### src/rtl/nn_cmd_pkg.sv
package nn_cmd_pkg;
  localparam int CMD_W = 32;
  localparam int LEN_W = 9;
  localparam int OFF_W = 16;
  localparam int KIND_W = 3;

  typedef enum logic [3:0] {
    OP_DMA_RD = 4'd0, OP_DMA_WR = 4'd1, OP_CONV = 4'd2, OP_DECONV = 4'd3,
    OP_INNER = 4'd4, OP_SHIFT = 4'd5, OP_ELTW = 4'd6, OP_STOP = 4'd7
  } opcode_e;

  typedef struct packed {
    logic [3:0]       op;
    logic             nowait;
    logic [1:0]       bsel;
    logic [LEN_W-1:0] len;
    logic [OFF_W-1:0] off;
  } cmd_t;

  typedef enum logic [2:0] {
    S_IDLE, S_FETCH, S_RSP, S_ISSUE, S_WAIT, S_DRAIN
  } seq_state_e;
endpackage

### src/rtl/nn_cmd_decode.sv
module nn_cmd_decode import nn_cmd_pkg::*; #(
  parameter int AW = 32
) (
  input  cmd_t                cmd,
  input  logic [AW-1:0]       in_base,
  input  logic [AW-1:0]       out_base,
  input  logic [AW-1:0]       prog_base,
  output logic                is_dma,
  output logic                is_cmp,
  output logic                is_stop,
  output logic                illegal,
  output logic                detached,
  output logic                dma_write,
  output logic [AW-1:0]       dma_addr,
  output logic [KIND_W-1:0]   cmp_kind
);
  logic [AW-1:0] base;
  logic [3:0]    kind_full;

  always_comb begin
    case (cmd.bsel)
      2'd0:    base = in_base;
      2'd1:    base = out_base;
      2'd2:    base = prog_base;
      default: base = '0;
    endcase
  end

  assign is_dma    = (cmd.op == OP_DMA_RD) || (cmd.op == OP_DMA_WR);
  assign is_cmp    = (cmd.op >= OP_CONV) && (cmd.op <= OP_ELTW);
  assign is_stop   = (cmd.op == OP_STOP);
  assign illegal   = cmd.op[3];
  assign detached  = cmd.nowait && ((cmd.op == OP_DMA_RD) || is_cmp);
  assign dma_write = (cmd.op == OP_DMA_WR);
  assign dma_addr  = base + AW'(cmd.off);
  assign kind_full = cmd.op - 4'd2;
  assign cmp_kind  = kind_full[KIND_W-1:0];
endmodule

### src/rtl/nn_cmd_fsm.sv
module nn_cmd_fsm import nn_cmd_pkg::*; #(
  parameter int AW = 32
) (
  input  logic             clk,
  input  logic             rst_n,
  input  logic             go,
  input  logic             irq_clr,
  input  logic [AW-1:0]    prog_base,
  output logic             fetch_valid,
  input  logic             fetch_ready,
  output logic [AW-1:0]    fetch_addr,
  input  logic             rsp_valid,
  input  logic [CMD_W-1:0] rsp_data,
  output cmd_t             cmd_q,
  input  logic             is_dma,
  input  logic             is_cmp,
  input  logic             is_stop,
  input  logic             illegal,
  input  logic             detached,
  input  logic [AW-1:0]    dma_addr,
  input  logic             dma_write,
  output logic             dma_valid,
  input  logic             dma_ready,
  input  logic             dma_done,
  output logic             cmp_valid,
  input  logic             cmp_ready,
  input  logic             cmp_done,
  output logic             busy,
  output logic             irq,
  output logic             err,
  output logic             finish
);
  seq_state_e    st, st_n;
  logic [AW-1:0] pc;
  logic          dma_pend, cmp_pend;
  logic          dma_fire, cmp_fire, start, unit_free;

  assign start       = (st == S_IDLE) && go;
  assign busy        = (st != S_IDLE);
  assign fetch_valid = (st == S_FETCH);
  assign fetch_addr  = pc;
  assign dma_valid   = (st == S_ISSUE) && is_dma && !dma_pend;
  assign cmp_valid   = (st == S_ISSUE) && is_cmp && !cmp_pend;
  assign dma_fire    = dma_valid && dma_ready;
  assign cmp_fire    = cmp_valid && cmp_ready;
  assign finish      = (st == S_DRAIN) && !dma_pend && !cmp_pend;
  assign unit_free   = is_dma ? !dma_pend : !cmp_pend;

  always_comb begin
    st_n = st;
    case (st)
      S_IDLE:  if (go) st_n = S_FETCH;
      S_FETCH: if (fetch_ready) st_n = S_RSP;
      S_RSP:   if (rsp_valid) st_n = S_ISSUE;
      S_ISSUE: begin
        if (illegal)                 st_n = S_IDLE;
        else if (is_stop)            st_n = S_DRAIN;
        else if (dma_fire || cmp_fire) st_n = detached ? S_FETCH : S_WAIT;
      end
      S_WAIT:  if (unit_free) st_n = S_FETCH;
      S_DRAIN: if (finish) st_n = S_IDLE;
      default: st_n = S_IDLE;
    endcase
  end

  always_ff @(posedge clk or negedge rst_n) begin
    if (!rst_n) begin
      st       <= S_IDLE;
      pc       <= '0;
      cmd_q    <= '0;
      dma_pend <= 1'b0;
      cmp_pend <= 1'b0;
      irq      <= 1'b0;
      err      <= 1'b0;
    end else begin
      st <= st_n;
      if (start) pc <= prog_base;
      else if (st == S_RSP && rsp_valid) pc <= pc + AW'(1);
      if (st == S_RSP && rsp_valid) cmd_q <= cmd_t'(rsp_data);
      if (dma_fire) dma_pend <= 1'b1;
      else if (dma_done) dma_pend <= 1'b0;
      if (cmp_fire) cmp_pend <= 1'b1;
      else if (cmp_done) cmp_pend <= 1'b0;
      if (finish) irq <= 1'b1;
      else if (irq_clr) irq <= 1'b0;
      if (start) err <= 1'b0;
      else if (st == S_ISSUE && illegal) err <= 1'b1;
    end
  end

  assert_dma_hold_R3: assert property (@(posedge clk) disable iff (!rst_n)
    dma_valid && !dma_ready |=> dma_valid && $stable(dma_addr) && $stable(dma_write));
  assert_cmp_hold_R3: assert property (@(posedge clk) disable iff (!rst_n)
    cmp_valid && !cmp_ready |=> cmp_valid && $stable(cmd_q));
  assert_start_needs_go_R2: assert property (@(posedge clk) disable iff (!rst_n)
    $rose(busy) |-> $past(go));
  assert_irq_held_R8: assert property (@(posedge clk) disable iff (!rst_n)
    irq && !irq_clr |=> irq);
  assert_stop_irq_R8: assert property (@(posedge clk) disable iff (!rst_n)
    $fell(busy) && !err |-> irq);
  assert_halt_on_err_R9: assert property (@(posedge clk) disable iff (!rst_n)
    $rose(err) |-> !busy);
endmodule

### src/rtl/nn_cmd_timer.sv
module nn_cmd_timer #(
  parameter int CW = 24
) (
  input  logic          clk,
  input  logic          rst_n,
  input  logic          busy,
  input  logic          finish,
  output logic [CW-1:0] last_cycles
);
  logic [CW-1:0] run_cnt;

  always_ff @(posedge clk or negedge rst_n) begin
    if (!rst_n) begin
      run_cnt     <= '0;
      last_cycles <= '0;
    end else begin
      run_cnt <= busy ? run_cnt + CW'(1) : '0;
      if (finish) last_cycles <= run_cnt + CW'(1);
    end
  end

  assert_count_at_end_R11: assert property (@(posedge clk) disable iff (!rst_n)
    !$stable(last_cycles) |-> $fell(busy));
endmodule

### src/rtl/nn_cmd_seq.sv
module nn_cmd_seq import nn_cmd_pkg::*; #(
  parameter int AW = 32,
  parameter int CW = 24
) (
  input  logic          clk,
  input  logic          rst_n,
  input  logic [AW-1:0] cfg_in_base,
  input  logic [AW-1:0] cfg_out_base,
  input  logic [AW-1:0] cfg_prog_base,
  input  logic          go,
  input  logic          irq_clr,
  output logic          busy,
  output logic          irq,
  output logic          err,
  output logic [CW-1:0] last_cycles,
  output logic          fetch_valid,
  input  logic          fetch_ready,
  output logic [AW-1:0] fetch_addr,
  input  logic          fetch_rsp_valid,
  input  logic [31:0]   fetch_rsp_data,
  output logic          dma_valid,
  input  logic          dma_ready,
  output logic          dma_write,
  output logic [AW-1:0] dma_addr,
  output logic [8:0]    dma_len,
  input  logic          dma_done,
  output logic          cmp_valid,
  input  logic          cmp_ready,
  output logic [2:0]    cmp_kind,
  output logic [15:0]   cmp_arg,
  input  logic          cmp_done
);
  cmd_t cmd_q;
  logic is_dma, is_cmp, is_stop, illegal, detached, finish;

  nn_cmd_decode #(.AW(AW)) u_decode (
    .cmd(cmd_q), .in_base(cfg_in_base), .out_base(cfg_out_base),
    .prog_base(cfg_prog_base), .is_dma(is_dma), .is_cmp(is_cmp),
    .is_stop(is_stop), .illegal(illegal), .detached(detached),
    .dma_write(dma_write), .dma_addr(dma_addr), .cmp_kind(cmp_kind)
  );

  nn_cmd_fsm #(.AW(AW)) u_fsm (
    .clk(clk), .rst_n(rst_n), .go(go), .irq_clr(irq_clr),
    .prog_base(cfg_prog_base), .fetch_valid(fetch_valid),
    .fetch_ready(fetch_ready), .fetch_addr(fetch_addr),
    .rsp_valid(fetch_rsp_valid), .rsp_data(fetch_rsp_data), .cmd_q(cmd_q),
    .is_dma(is_dma), .is_cmp(is_cmp), .is_stop(is_stop), .illegal(illegal),
    .detached(detached), .dma_addr(dma_addr), .dma_write(dma_write),
    .dma_valid(dma_valid), .dma_ready(dma_ready), .dma_done(dma_done),
    .cmp_valid(cmp_valid), .cmp_ready(cmp_ready), .cmp_done(cmp_done),
    .busy(busy), .irq(irq), .err(err), .finish(finish)
  );

  nn_cmd_timer #(.CW(CW)) u_timer (
    .clk(clk), .rst_n(rst_n), .busy(busy), .finish(finish),
    .last_cycles(last_cycles)
  );

  assign dma_len = cmd_q.len;
  assign cmp_arg = cmd_q.off;
endmodule

### config.mk
export PLATFORM = sky130hd
export DESIGN_NAME = nn_cmd_seq
export DESIGN_NICKNAME = d
export VERILOG_FILES = /design/src/rtl/nn_cmd_pkg.sv /design/src/rtl/nn_cmd_decode.sv /design/src/rtl/nn_cmd_fsm.sv /design/src/rtl/nn_cmd_timer.sv /design/src/rtl/nn_cmd_seq.sv
export SDC_FILE = /design/constraint.sdc
export NUM_CORES = 1
export LEC_CHECK = 0
export BUFFER_PORTS_ARGS = -buffer_cell sky130_fd_sc_hd__buf_2
export CORE_MARGIN = 4
export CORE_UTILIZATION = 49
export CTS_CLUSTER_SIZE = 16
export DETAILED_ROUTE_END_ITERATION = 10
export PLACE_DENSITY_LB_ADDON = 0.25
export SETUP_SLACK_MARGIN = 0.1
export SLEW_MARGIN = 5
export SYNTH_ARGS = -nofsm -noshare
export SYNTH_HDL_FRONTEND = slang
export SYNTH_SLANG_ARGS = --single-unit
export TNS_END_PERCENT = 100
### constraint.sdc
create_clock -name clk -period 13.8 [get_ports clk]
set_clock_uncertainty 0.1 [all_clocks]
set_input_delay 3.45 -clock clk [delete_from_list [all_inputs] [get_ports clk]]
set_output_delay 3.45 -clock clk [all_outputs]
set_load 0.05 [all_outputs]
==> results.cfg <==
[cts]
clk_path_buf_depth = 2
cts_buffers = 17
holdBufCountCts = 0
post_cts_buffers = 0
clk_pin_slew_ps = 60
worstSkewPairLatency_ps = 410
cts_tree = yes
root_buffer = clkbuf_16
cts_sinks = 119
post_cts_resized = 0
htreeDepth = 4

[synth]
synth_nets = 1037
synth_area_um2 = 7443
synth_cell_types = 65
ys.flop_type = dfrtp_1
synth-edff-count = 0
synth_area_per_cell_um2 = 8.468
ys_top_cells_by_count = 211 x nand2_1, 119 x dfrtp_1, 84 x o21ai_0, 64 x nor2_1, 36 x a21oi_1
synth_area_leaders = dfrtp_1 40%, nand2_1 11%, o21ai_0 5.6%, mux2i_1 4.6%, xor2_1 3.5%
synthArstFlopShare = 1.000
synthCells = 879
ys_ff_latch = 119
synth_top_cell_area_share = 0.4001
synth_top_cell_by_area = dfrtp_1
ys_warn_count = 0
seq_area_frac_synth = 0.4001
synth_most_common_cell = nand2_1

[sta]
fin_crit_ps = 9856
hold_viol = 0
maxSlewViolCount = 0
fmax_mhz = 101.5
fin_tns_setup_ps = 0
finalCritPeriodShare = 0.7142
worstMarginPinSlew_ps = 954.2
relSlewSlack = 0.3639
rsz0062_at_grt = no
final-setup-viol-count = 0

[final_layout]
multi_input_area_um2 = 4030
diodes = 0
nNetsFinal = 1258
seq_area_um2 = 2979
finalNonFillerCells = 1297
fillers = 1274
drive_gt1_frac = 0.2866
area_growth_pct = 24.07

[global_route]
grt_pass1_vias = 7027
grt_use_total = 0.2552
globalRouteOverflowTotal = 0
grt_pass1_wl_mm = 35.84
grt_max_degree = 77
antenna_found_initial = 0

[worst_setup_path]
critPathKind = in -> out
critPathSlowestCell = fa_1
crit_path_max_incr_delay_ps = 430
r2r_end = u_fsm.fetch_addr[30]$_DFFE_PN0P_
reg2regPathDepth = 7
cp.required_ps = 10250
critPathMaxFanout = 3
endpoint_kind = primary output
path_cells = buf_2 > mux2i_1 > o21ai_0 > ha_1 > fa_1 > a21o_1 > a221o_1 > a31o_2 > a21o_1 > and3b_1 > nand2_1 > xnor2_1 > buf_2
r2r_slack_ps = 11110
reg2reg_from = u_fsm.st[1]$_DFFE_PN0P_
arrival_ps = 6310
startpoint_type = input port

[floorplanning]
start_util = 0.5064
core-area_um2 = 14700
dieArea_um2 = 17230
num_rows = 44
die_y_um = 131.3
die_x_um = 131.3
io_pins = 261

[placed_design]
dp_hpwl_mm = 16.80
placed_cells = 1265
numPortBuffers = 260
routabilityCongestion = 0.8596

[pwr]
ir_worst_vdd_v = 0.0002178
p_per_area_nw_per_um2 = 295.3
p_leak_uw = 0.004598

[hold_path]
holdPathStages = 2
min_to = u_fsm.cmd_q[17]$_DFFE_PN0P_
hold_start = u_fsm.cmd_q[17]$_DFFE_PN0P_
worstHoldPathType = reg -> reg

[route]
first_pass_iters = 6
drc_errors = 0
via_count = 7114
viasPerCell = 5.485
routed_wl_mm = 22.24
wl_per_cell_um = 17.14
drt_iter0_drc = 415
ant_nets = 0

[outcome]
status = finished, final reports clean

[flow_run]
maxCapViolCount = 0
state kept, by name, indices dropped and copies added, names as in the netlist:
signal and cells:
u_fsm.err 1, u_fsm.irq 1, u_fsm.st 3, u_timer.last_cycles 24
u_fsm.fetch_addr 32, u_fsm.cmd_q 32, u_fsm.dma_pend 1, u_timer.run_cnt 24
u_fsm.cmp_pend 1
logic make-up after synthesis:
| kind of cell | after synthesis | share of synthesized area |
|---|---|---|
| and+or+nand+nor | 378 | 0.2298 |
| AOI/OAI and AO/OA | 187 | 0.1595 |
| DFF | 119 | 0.4001 |
| buffers and inverters | 81 | 0.05934 |
| xor gates and xnor gates | 59 | 0.06942 |
| muxes | 35 | 0.04724 |
| adders and majority gates | 20 | 0.03463 |
stage by stage:
step	area, um^2	worst slack (ps)	utilization	total power (uW)	hold slack [ps]
floorplan	7443	3992	-	1943	346.9
global placement	8660	4065	0.5891	2284	353.7
detailed placement	8660	4005	0.5891	2295	357.1
CTS	9235	3962	0.6283	2733	371.8
global route	9235	3805	0.6283	2875	392.4
finish	9235	3944	0.6283	2727	366.8
routing by layer:
| metal | wire (um) | GRT usage | vias up | part of all wire |
|---|---|---|---|---|
| met5 | 0 | 0 | - | 0 |
| met4 | 682 | 0.09977 | 0 | 0.031 |
| met3 | 1506 | 0.06346 | 47 | 0.068 |
| met2 | 10760 | 0.4274 | 270 | 0.48 |
| met1 | 9289 | 0.3198 | 3318 | 0.42 |
| li1 | - | - | 3479 | - |
worst max-delay path: cells and delay by family:
kind	cells	cell delay, ps
AND/OR/NAND/NOR	2	330
multiplexers	1	110
XOR/XNOR	1	110
buffers and inverters	2	380
adder cells (fa/ha/maj)	2	690
AO/OA/AOI/OAI	5	1220
cell usage in the layout, fill, tap and decap left out, drive strengths merged, types with 6 or more instances in the layout:
| cell | n |
|---|---|
| buf | 268 |
| nand2 | 211 |
| dfrtp | 119 |
| o21ai | 86 |
| nor2 | 64 |
| a21oi | 36 |
| mux2i | 34 |
| xor2 | 30 |
| xnor2 | 29 |
| nand3 | 24 |
| inv | 23 |
| ha | 19 |
| clkbuf | 18 |
| nand4 | 12 |
| a21o | 11 |
| nor3 | 11 |
| o311ai | 10 |
| a221o | 9 |
| and3 | 9 |
| nand2b | 7 |
| and2 | 7 |
| a31oi | 6 |
| o211ai | 6 |
cell type report:
| type | count | area share |
|---|---|---|
| clock inverter | 14 | 0.01477 |
| sequential | 119 | 0.3226 |
| tap | 184 | 0.02493 |
| timing repair buffer | 268 | 0.1477 |
| clock buffer | 18 | 0.04755 |
| inverter | 15 | 0.006097 |
| multi-input combinational | 679 | 0.4364 |
power by group:
group | internal (uW) | leakage (uW) | total (uW) | switching, uW
clock network | 257 | 0.000276 | 430 | 173
logic | 451 | 0.00276 | 1730 | 1280
registers | 452 | 0.00156 | 569 | 117
total | 1160 | 0.00460 | 2730 | 1570
worst max path at each step:
| stage | endpoint | slack (ps) | startpoint | depth (start not counted) |
|---|---|---|---|---|
| 2_1_floorplan | dma_addr[18] | 3990 | cfg_prog_base[0] | 10 |
| 3_3_place_gp | dma_addr[20] | 4070 | cfg_prog_base[0] | 13 |
| 3_5_place_dp | dma_addr[20] | 4000 | cfg_prog_base[0] | 13 |
| 4_1_cts | dma_addr[20] | 3960 | cfg_prog_base[0] | 13 |
| 5_1_grt | dma_addr[14] | 3800 | cfg_prog_base[0] | 13 |
| 6_report | dma_addr[20] | 3940 | cfg_prog_base[0] | 13 |
(Power assumes the default switching activity.)
